### src/rtl/irq_cfg_pkg.sv
`timescale 1ns/1ps
package irq_cfg_pkg;
    localparam int DATA_W     = 32;
    localparam int KEY_W      = 16;
    localparam int KEY_LSB    = DATA_W - KEY_W;

    // Group keys; group index order is used by the key decoder.
    localparam logic [KEY_W-1:0] KEY_CTRL = 16'hFA05;
    localparam logic [KEY_W-1:0] KEY_FLAG = 16'hBCAF;
    localparam logic [KEY_W-1:0] KEY_SYS  = 16'hBEEF;
    localparam int GRP_CTRL = 0;
    localparam int GRP_FLAG = 1;
    localparam int GRP_SYS  = 2;
    localparam int NUM_GRP  = 3;

    // Command bit positions inside the written word.
    localparam int B_STK_OFF  = 0;
    localparam int B_NEST_OFF = 1;
    localparam int B_NMI_SET  = 2;
    localparam int B_NMI_CLR  = 3;
    localparam int B_EXC_SET  = 4;
    localparam int B_EXC_CLR  = 5;
    localparam int B_CTRL_RST = 6;
    localparam int B_SYS_RST  = 7;

    // Status word layout.
    localparam int NEST_FIELD_W = 8;
    localparam int B_ACTIVE     = NEST_FIELD_W;
    localparam int B_PENDING    = NEST_FIELD_W + 1;

    typedef struct packed {
        logic stk_off;
        logic nest_off;
        logic ctrl_rst;
        logic sys_rst;
    } cfg_state_t;
endpackage

### src/rtl/irq_cfg_key_match.sv
`timescale 1ns/1ps
module irq_cfg_key_match #(
    parameter int KEY_W   = 16,
    parameter int NUM_GRP = 3
) (
    input  logic [KEY_W-1:0]         key_in,
    input  logic [NUM_GRP*KEY_W-1:0] key_table,
    output logic [NUM_GRP-1:0]       grp_hit
);
    for (genvar g = 0; g < NUM_GRP; g++) begin : g_cmp
        assign grp_hit[g] = (key_in == key_table[g*KEY_W +: KEY_W]);
    end
endmodule

### src/rtl/irq_cfg_flag_cell.sv
`timescale 1ns/1ps
module irq_cfg_flag_cell (
    input  logic clk,
    input  logic rst_n,
    input  logic set_i,
    input  logic clr_i,
    output logic flag_o
);
    logic flag_d, flag_q;

    always_comb begin
        flag_d = flag_q;
        if (set_i) flag_d = 1'b1;
        if (clr_i) flag_d = 1'b0;   // clear dominates
    end

    always_ff @(posedge clk or negedge rst_n) begin
        if (!rst_n) flag_q <= 1'b0;
        else        flag_q <= flag_d;
    end

    assign flag_o = flag_q;

    assert_clear_wins_R6: assert property (@(posedge clk) disable iff (!rst_n)
        (set_i && clr_i) |=> !flag_o);
    assert_set_takes_R4: assert property (@(posedge clk) disable iff (!rst_n)
        (set_i && !clr_i) |=> flag_o);
    assert_hold_R5: assert property (@(posedge clk) disable iff (!rst_n)
        (!set_i && !clr_i) |=> $stable(flag_o));
endmodule

### src/rtl/irq_cfg_status_pack.sv
`timescale 1ns/1ps
module irq_cfg_status_pack #(
    parameter int DATA_W       = 32,
    parameter int DEPTH_W      = 2,
    parameter int NEST_FIELD_W = 8
) (
    input  logic [DEPTH_W-1:0] depth_i,
    input  logic               active_i,
    input  logic               pending_i,
    output logic [DATA_W-1:0]  word_o
);
    localparam int B_ACT = NEST_FIELD_W;
    localparam int B_PND = NEST_FIELD_W + 1;

    always_comb begin
        word_o = '0;
        word_o[NEST_FIELD_W-1:0] = NEST_FIELD_W'(depth_i);
        word_o[B_ACT] = active_i;
        word_o[B_PND] = pending_i;
    end
endmodule

### src/rtl/irq_cfg_guard.sv
`timescale 1ns/1ps
module irq_cfg_guard
    import irq_cfg_pkg::*;
(
    input  logic              clk,
    input  logic              rst_n,
    input  logic              cfg_wr,
    input  logic [DATA_W-1:0] wr_data,
    input  logic [1:0]        nest_depth,
    input  logic              glob_active,
    input  logic              glob_pending,
    output logic              stack_save_off,
    output logic              nest_off,
    output logic              nmi_pend,
    output logic              exc_pend,
    output logic              ctrl_rst_pulse,
    output logic              sys_rst_pulse,
    output logic [DATA_W-1:0] cfg_rdata,
    output logic [DATA_W-1:0] stat_rdata
);
    localparam int NUM_FLAG = 2;
    localparam logic [NUM_GRP*KEY_W-1:0] KEY_TABLE = {KEY_SYS, KEY_FLAG, KEY_CTRL};

    logic [KEY_W-1:0]   key;
    logic [NUM_GRP-1:0] hit;
    logic               unused_mid;

    assign key        = wr_data[DATA_W-1:KEY_LSB];
    assign unused_mid = ^wr_data[KEY_LSB-1:B_SYS_RST+1];

    irq_cfg_key_match #(.KEY_W(KEY_W), .NUM_GRP(NUM_GRP)) u_keys (
        .key_in   (key),
        .key_table(KEY_TABLE),
        .grp_hit  (hit)
    );

    // Control levels and reset pulses.
    cfg_state_t st_d, st_q;

    always_comb begin
        st_d          = st_q;
        st_d.ctrl_rst = cfg_wr && wr_data[B_CTRL_RST];
        st_d.sys_rst  = cfg_wr && hit[GRP_SYS] && wr_data[B_SYS_RST];
        if (cfg_wr && hit[GRP_CTRL]) begin
            st_d.stk_off  = wr_data[B_STK_OFF];
            st_d.nest_off = wr_data[B_NEST_OFF];
        end
    end

    always_ff @(posedge clk or negedge rst_n) begin
        if (!rst_n) st_q <= '0;
        else        st_q <= st_d;
    end

    // Pending flags.
    logic [NUM_FLAG-1:0] fl_set, fl_clr, fl_q;
    logic                flag_wr;
    assign flag_wr = cfg_wr && hit[GRP_FLAG];
    assign fl_set  = {wr_data[B_EXC_SET], wr_data[B_NMI_SET]} & {NUM_FLAG{flag_wr}};
    assign fl_clr  = {wr_data[B_EXC_CLR], wr_data[B_NMI_CLR]} & {NUM_FLAG{flag_wr}};

    for (genvar f = 0; f < NUM_FLAG; f++) begin : g_flag
        irq_cfg_flag_cell u_cell (
            .clk   (clk),
            .rst_n (rst_n),
            .set_i (fl_set[f]),
            .clr_i (fl_clr[f]),
            .flag_o(fl_q[f])
        );
    end

    irq_cfg_status_pack #(
        .DATA_W(DATA_W), .DEPTH_W(2), .NEST_FIELD_W(NEST_FIELD_W)
    ) u_stat (
        .depth_i  (nest_depth),
        .active_i (glob_active),
        .pending_i(glob_pending),
        .word_o   (stat_rdata)
    );

    assign stack_save_off = st_q.stk_off;
    assign nest_off       = st_q.nest_off;
    assign ctrl_rst_pulse = st_q.ctrl_rst;
    assign sys_rst_pulse  = st_q.sys_rst;
    assign nmi_pend       = fl_q[0];
    assign exc_pend       = fl_q[1];

    always_comb begin
        cfg_rdata             = '0;
        cfg_rdata[B_STK_OFF]  = st_q.stk_off;
        cfg_rdata[B_NEST_OFF] = st_q.nest_off;
    end

    assert_ctrl_locked_R3: assert property (@(posedge clk) disable iff (!rst_n)
        (cfg_wr && key != KEY_CTRL) |=> ($stable(stack_save_off) && $stable(nest_off)));
    assert_ctrl_load_R2: assert property (@(posedge clk) disable iff (!rst_n)
        (cfg_wr && key == KEY_CTRL) |=> (stack_save_off == $past(wr_data[B_STK_OFF])));
    assert_sys_pulse_src_R7: assert property (@(posedge clk) disable iff (!rst_n)
        sys_rst_pulse |-> $past(cfg_wr && key == KEY_SYS && wr_data[B_SYS_RST]));
    assert_sys_single_R7: assert property (@(posedge clk) disable iff (!rst_n)
        (sys_rst_pulse && !cfg_wr) |=> !sys_rst_pulse);
    assert_ctrl_pulse_src_R8: assert property (@(posedge clk) disable iff (!rst_n)
        ctrl_rst_pulse |-> $past(cfg_wr && wr_data[B_CTRL_RST]));
    assert_depth_legal_R10: assert property (@(posedge clk) disable iff (!rst_n)
        nest_depth != 2'd3);
endmodule

### config.mk
export PLATFORM = sky130hd
export DESIGN_NAME = irq_cfg_guard
export DESIGN_NICKNAME = d
export VERILOG_FILES = /design/src/rtl/irq_cfg_pkg.sv /design/src/rtl/irq_cfg_key_match.sv /design/src/rtl/irq_cfg_flag_cell.sv /design/src/rtl/irq_cfg_status_pack.sv /design/src/rtl/irq_cfg_guard.sv
export SDC_FILE = /design/constraint.sdc
export NUM_CORES = 1
export LEC_CHECK = 0
export CAP_MARGIN = 20
export CORE_MARGIN = 5
export CORE_UTILIZATION = 28
export DETAILED_ROUTE_END_ITERATION = 10
export PLACE_DENSITY = 0.88
export SYNTH_ARGS = -nofsm -noshare
export SYNTH_HDL_FRONTEND = slang
export SYNTH_SLANG_ARGS = --single-unit
### constraint.sdc
create_clock -name clk -period 1.1 [get_ports clk]
set_input_delay 0.22 -clock clk [delete_from_list [all_inputs] [get_ports clk]]
set_output_delay 0.22 -clock clk [all_outputs]
set_load 0.005 [all_outputs]
== Word-level counts from Yosys, hierarchy flattened ==
Index checks and enable logic that the tools add are counted.
Word-level totals
  word-level logic and storage cells: 22
  input port bits: 39
  output and inout bits: 70
  register bits: 6
Cells by class
  reduce and logical (&&, ||, !) cells: 7
  mux-type cells: 4
  bitwise operators: 2
  eq/ne operators: 3
Operators with widths (count)
  $eq 16x16->1 const B: 3
  $logic_and 1x1->1: 5
  $and 2x2->2: 2
  $mux 1: 4
  $reduce_bool 2->1: 2

== Depth between registers and ports, before layout ==
Gate-level depths: netlist of the first run.
  word-level depth: 5
  depth in mapped cells: 4
  depth with buffers taken out: 4

== Modules after synthesis ==
Synthesis of the first run repeated with hierarchy kept, for this count alone.
Second synthesis, totals
  cell total of the unflattened synthesis: 147
  area total of the unflattened synthesis: 1262.5 um^2
By module, submodules not included
  irq_cfg_key_match: area an instance 526.8 um^2, sequential area each 0.0 um^2, cells each 63, times used 1
  irq_cfg_guard: area an instance 421.7 um^2, sequential area each 100.1 um^2, cells each 47, times used 1
  irq_cfg_status_pack: area an instance 244.0 um^2, sequential area each 0.0 um^2, cells each 33, times used 1
  irq_cfg_flag_cell: area an instance 35.0 um^2, sequential area each 25.0 um^2, cells each 2, times used 2

== Worst setup path after synthesis of the first run ==
No wires, ideal clock.
  path kind: input -> register
  from: input wr_data[18]
  to: register st_q (netlist bit nest_off)
  stages on the path: 4
  path buffers: 0
  arrival time: 1.034 ns
  path slack: -0.059 ns
  data required time: 0.975 ns
  library setup time: 0.125 ns
  cells stage by stage: nand4_2 nor3_2 and3_4 mux2_4
On the way
  cells in the longest elaborated chain, start to end: 2
Ends and longest elaborated chain
  from (decl): line irq_cfg_guard.sv:8  | input logic [DATA_W-1:0] wr_data,
  $eq 16x16->1: line irq_cfg_key_match.sv:11  | assign grp_hit[g] = (key_in == key_table[g*KEY_W +: KEY_W]);
  $logic_and 1x1->1: line irq_cfg_guard.sv:44  | if (cfg_wr && hit[GRP_CTRL]) begin
  to (signal assigned): line irq_cfg_guard.sv:52  | else st_q <= st_d;
  to (decl): line irq_cfg_guard.sv:38  | cfg_state_t st_d, st_q;
No other way between the ends.
A chain may end at the register's enable or synchronous reset.

== Final worst setup path of the first run ==
  from: register st_q (netlist bit nest_off)
  to: output nest_off
RTL lines
  to (decl): line irq_cfg_guard.sv:13  | output logic nest_off,
No word-level cell between the ends.

==> impl_metrics.tcl, run 1 <==
set metrics [dict create \
    layout_commonest_cell "conb_1" \
    instances_no_fill 168 \
    core_um2 2980 \
    cp-end-kind "output port" \
    start_kind "register" \
    area_delta_synth_final_pct 27.8 \
    grt_max_degree 7 \
    cts-buffers-inserted 3 \
    insertion_delay_ns 0.25 \
    rrSetupSlack_ns 0.10 \
    vias_per_cell 3.45 \
    synthAdderAreaFrac_pct 0 \
    hold_violations 0 \
    drive_gt1_share_pct 29.6 \
    syn_inst 93 \
    antenna_found_initial 0 \
    fp.dieW_um 65 \
    ys_types 21 \
    drtAntennaViolNets 0 \
    top_usage_layer "met2" \
    whs_ns 0.207 \
    fin_skew_ns 0 \
    drtPass1Iterations 4 \
    rsz0062_at_grt "yes" \
    yosys.area_share.simple_pct 18.9 \
    met2_usage_pct 13.0 \
    drc 0 \
    wl_mm 1.73 \
    cts_max_level 1 \
    place_congestion 0.642 \
    clk_pin_slew_ns 0.05 \
    syn_area_um2 847 \
    outcome "finished clean" \
    async_flop_share_pct 100 \
    grt_use_met3_pct 1.56 \
    ys_ff_latch 6 \
    critPathKind "register to output port" \
    setup_slack_ns 0.0263 \
    worstRegToRegCells 3 \
    grt_pass1_wl_mm 2.17 \
    clock.fmax_mhz 931 \
    r2r-end "nest_off$_DFFE_PN0P_" \
    boundaryPins 109 \
    synth_edf_count 0 \
    dpl.hpwl_mm 1.51 \
    layout_min_cycle_time_ns 1.07 \
    worstReg2RegStart "nest_off$_DFFE_PN0P_" \
    regArea_um2 150 \
    wl_per_cell_um 10.3 \
    grt_remaining_overflow 0 \
    synth_compound_area_share_pct 2.66 \
    yosys_most_used_dff "dfrtp_1" \
    synthXorXnorAreaFrac_pct 0 \
    postSynthAreaPerCell_um2 9.11 \
    rows 20 \
    fin_crit_sh_pct 97.6 \
    placedCellCount 159 \
    slew_viol_final 0 \
    multi_input_area_um2 468 \
    ys_seq_area_share_pct 17.7 \
    utilization_pct 36.3 \
    antenna_cells 0 \
    nFillCells 315 \
    fin_nets 176 \
    arrival_ns 0.85 \
    die_height_um 65 \
    grt_usage_pct 6.84 \
    cp_max_fo 2 \
    max_cap_viol_count 0 \
    cts_hold_buf 0 \
    min_path_type "input pin to async pin" \
    synth_top_family_by_area "buffers and inverters" \
    cellPowerDensity_nw_per_um2 569 \
    met1_usage_pct 6.93 \
    synthMuxAreaShare_pct 3.55 \
    grt_pass1_vias 524 \
    clockBufferDepth 2 \
    start_util_pct 28.4 \
    clock-sinks 6 \
    setup_viol 0 \
    die-area_um2 4230 \
    ir_worst_vdd_uv 242 \
    leakagePower_nw 0.602 \
    root_buffer "clkbuf_4" \
    tritoncts "built" \
    required_ns 0.88 \
    mostFrequentLayoutCells "conb_1 (58), clkdlybuf4s50_1 (9), clkdlybuf4s15_1 (8)" \
    dpl_worst_slack_ns -0.612 \
    ys_warn_count 0 \
    vias 580 \
    drtIter0Drc 16 \
    numPortBuffers 34 \
]
[area by class of cell]
type,count,share of cell area (%)
clock buffer,3,2.08
multi-input combinational,80,43.2
sequential,6,13.9
tap,33,3.82
timing repair buffer,46,37.0
[cell usage after synthesis, types with 2 or more instances]
master    n  area, um2
dfrtp_1   6        150
buf_4    64        480
mux2_4    2       30.0
nor2_1    2       7.51
a21oi_1   2       10.0
a31oi_1   2       12.5
[routing by layer]
| metal | wire length, um | vias up |
|---|---|---|
| met4 | 27 | 0 |
| met2 | 904 | 53 |
| met3 | 244 | 2 |
| met5 | 0 | - |
| li1 | - | 269 |
| met1 | 556 | 256 |
[worst max-delay path, stage by stage (launching register included)]
cell and delay (ns):
dfrtp_1 0.39, buf_6 0.12, buf_6 0.10
[worst max-delay path by stage]
stage                          from                                   to  slack (ns)
2_1_floorplan           wr_data[20]                 nest_off$_DFFE_PN0P_       -0.04
3_3_place_gp            wr_data[18]           stack_save_off$_DFFE_PN0P_       -0.59
3_5_place_dp            wr_data[18]                 nest_off$_DFFE_PN0P_       -0.61
4_1_cts                 wr_data[25]                 nest_off$_DFFE_PN0P_     -0.0002
5_1_grt                 wr_data[25]  g_flag[0].u_cell.flag_o$_DFFE_PN0P_       -0.01
6_report       nest_off$_DFFE_PN0P_                             nest_off        0.03
[flip-flops by register name, indices dropped and copies added (netlist names)]
signal	cells
ctrl_rst_pulse	1
sys_rst_pulse	1
nest_off	1
stack_save_off	1
g_flag.u_cell.flag_o	2
[report_power, final]
| group | internal [mW] | switching, mW |
|---|---|---|
| Clock | 0.124 | 0.0818 |
| Combinational | 0.0868 | 0.0996 |
| Sequential | 0.223 | 0.000483 |
[timing repair]
action	in CTS	in global routing
gates resized for setup	57	19
buffers inserted	4	2
pin swaps	6	6
endpoints found under the setup margin	13	10
[kinds of logic (layout without fill, tap and decap cells)]
family / count (synthesis) / count (layout)
buffers and inverters: 64 / 49
and+or+nand+nor: 16 / 16
DFF: 6 / 6
AOI/OAI and AO/OA: 4 / 4
muxes: 2 / 2
other: 1 / 58
[through the flow]
stage / TNS [ns] / power [mW] / area [um2]
detailed placement: -2.61 / 0.420 / 1020
global placement: -2.47 / 0.419 / 1020
CTS: -0.000165 / 0.618 / 1070
finish: 0 / 0.616 / 1080
floorplan: -0.0893 / 0.452 / 1070
global route: -0.0393 / 0.654 / 1080
(Power assumes the default switching activity.)
==> run 2, diff against run 1 <==
- PLACE_DENSITY: 0.88 -> 0.95
- SKIP_CTS_REPAIR_TIMING: default -> 1
==> run 2 against run 1 <==
  * Clock power grew 3%
  * Global-route usage grew 0.54 points
  * Sequential power is essentially flat
  * Register-to-register slack lost 0.03 ns
  * Flip-flop and latch count is the same
  * Core utilization grew 2.6 points
  * Final area grew 7.3%
  * First-iteration DRC count is the same
==> impl_metrics.tcl, run 2 (synthesis gave the netlist of run 1 again) <==
set metrics [dict create \
    max_cap_viol_count 0 \
    crit_chain "dlymetal6s2s_1, nand3b_4, nor3_4, and3_4, mux2_4" \
    drc 0 \
    critPathKind "input pin to register" \
    boundaryPins 109 \
    critPathTopFamily "simple AND/OR/NAND/NOR gates" \
    drtPass1Iterations 2 \
    total_power_uw 629 \
    rsz0062_at_grt "yes" \
    worst_path_largest_cell_delay_ns 0.30 \
    r2r-end "nest_off$_DFFE_PN0P_" \
    grt_pass1_vias 544 \
    clk_pin_slew_ns 0.04 \
    fin_nets 176 \
    layout_commonest_cell "conb_1" \
    met3WireLength_um 254 \
    top_layer "met4" \
    grt_usage_pct 7.38 \
    start_kind "input pin" \
    die_height_um 65 \
    vias 590 \
    required_ns 1.24 \
    insertion_delay_ns 0.25 \
    clock-sinks 6 \
    worstReg2RegStart "nest_off$_DFFE_PN0P_" \
    place_congestion 0.639 \
    cts_max_level 1 \
    wl_per_cell_um 11.5 \
    cp_max_fo 2 \
    met1Wirelength_um 552 \
    antenna_found_initial 0 \
    start_util_pct 28.4 \
    nFillCells 293 \
    cp_num_cells 5 \
    grt_max_degree 7 \
    cellPowerDensity_nw_per_um2 542 \
    placedCellCount 159 \
    rows 20 \
    drtAntennaViolNets 0 \
    grt_pass1_wl_mm 2.28 \
    drtIter0Drc 16 \
    leakagePower_nw 0.846 \
    hold_violations 0 \
    wl_mm 1.94 \
    fp.dieW_um 65 \
    tritoncts "built" \
    die-area_um2 4230 \
    numPortBuffers 34 \
    largest_reg_flops 2 \
    worstRegToRegCells 3 \
    vias_per_cell 3.51 \
    layout_min_cycle_time_ns 1.09 \
    root_buffer "clkbuf_4" \
    grt_remaining_overflow 0 \
    mostFrequentLayoutCells "conb_1 (58), dlymetal6s2s_1 (23), buf_4 (11)" \
    rrSetupSlack_ns 0.07 \
    dpl.hpwl_mm 1.64 \
    clockBufferDepth 2 \
    arrival_ns 1.23 \
    cp.buffers_inverters 1 \
    ir_worst_vdd_uv 191 \
    cts-buffers-inserted 3 \
    clock.fmax_mhz 915 \
    setup_viol 0 \
    fin_crit_sh_pct 99.4 \
    outcome "finished clean" \
    slew_viol_final 0 \
    cp-end-kind "register" \
    antenna_cells 0 \
    instances_no_fill 168 \
    drive_gt1_share_pct 20.7 \
    core_um2 2980 \
    min_path_type "input pin to async pin" \
    slowest_stage "mux2_4" \
    whs_ns 0.202 \
    wl_met2_mm 1.09 \
    area_delta_synth_final_pct 37.1 \
    fin_skew_ns 0 \
]
-- run 2: cell type report --
type,count,area (um2),area share [%]
Sequential cell,6,150,12.9
Tap cell,33,41.3,3.56
Clock buffer,3,22.5,1.94
Multi-Input combinational cell,80,459,39.5
Timing Repair Buffer,46,488,42.0
-- run 2: per-layer routing --
layer  track usage [%]  vias to the layer above
li1                  -                      268
met1              5.97                      268
met2              14.2                       51
met3              2.60                        3
met4              5.54                        0
met5                 0                        -
-- run 2: power breakdown --
group	leakage (nW)	switching (mW)	total, mW	internal [mW]
Sequential	0.0828	0.000382	0.224	0.223
Combinational	0.749	0.0970	0.195	0.0977
Clock	0.0138	0.0868	0.211	0.124
Total	0.846	0.184	0.629	0.445
-- run 2: how the worst max path moves through the flow --
| stage | from | slack, ns | endpoint |
|---|---|---|---|
| CTS | wr_data[18] | -0.36 | stack_save_off$_DFFE_PN0P_ |
| global route | wr_data[20] | -0.03 | stack_save_off$_DFFE_PN0P_ |
| floorplan | wr_data[20] | -0.04 | nest_off$_DFFE_PN0P_ |
| finish | wr_data[20] | 0.007 | stack_save_off$_DFFE_PN0P_ |
| detailed placement | wr_data[18] | -0.63 | stack_save_off$_DFFE_PN0P_ |
| global placement | wr_data[18] | -0.61 | stack_save_off$_DFFE_PN0P_ |
-- run 2: stage by stage --
stage          worst slack, ns  utilization (%)  setup TNS [ns]  cell area [um2]
2_1_floorplan          -0.0446                -         -0.0893             1070
3_3_place_gp            -0.610             34.1           -2.55             1020
3_5_place_dp            -0.627             34.1           -2.72             1020
4_1_cts                 -0.361             34.9           -3.33             1040
5_1_grt                -0.0252             39.0         -0.0661             1160
6_report               0.00652             39.0               0             1160
==> run 3, diff against run 2 <==
- ABC_CLOCK_PERIOD_IN_PS: default -> 1100
==> results of run 3 <==
No change in the layout: final DEF, timing and power equal those of run 2.
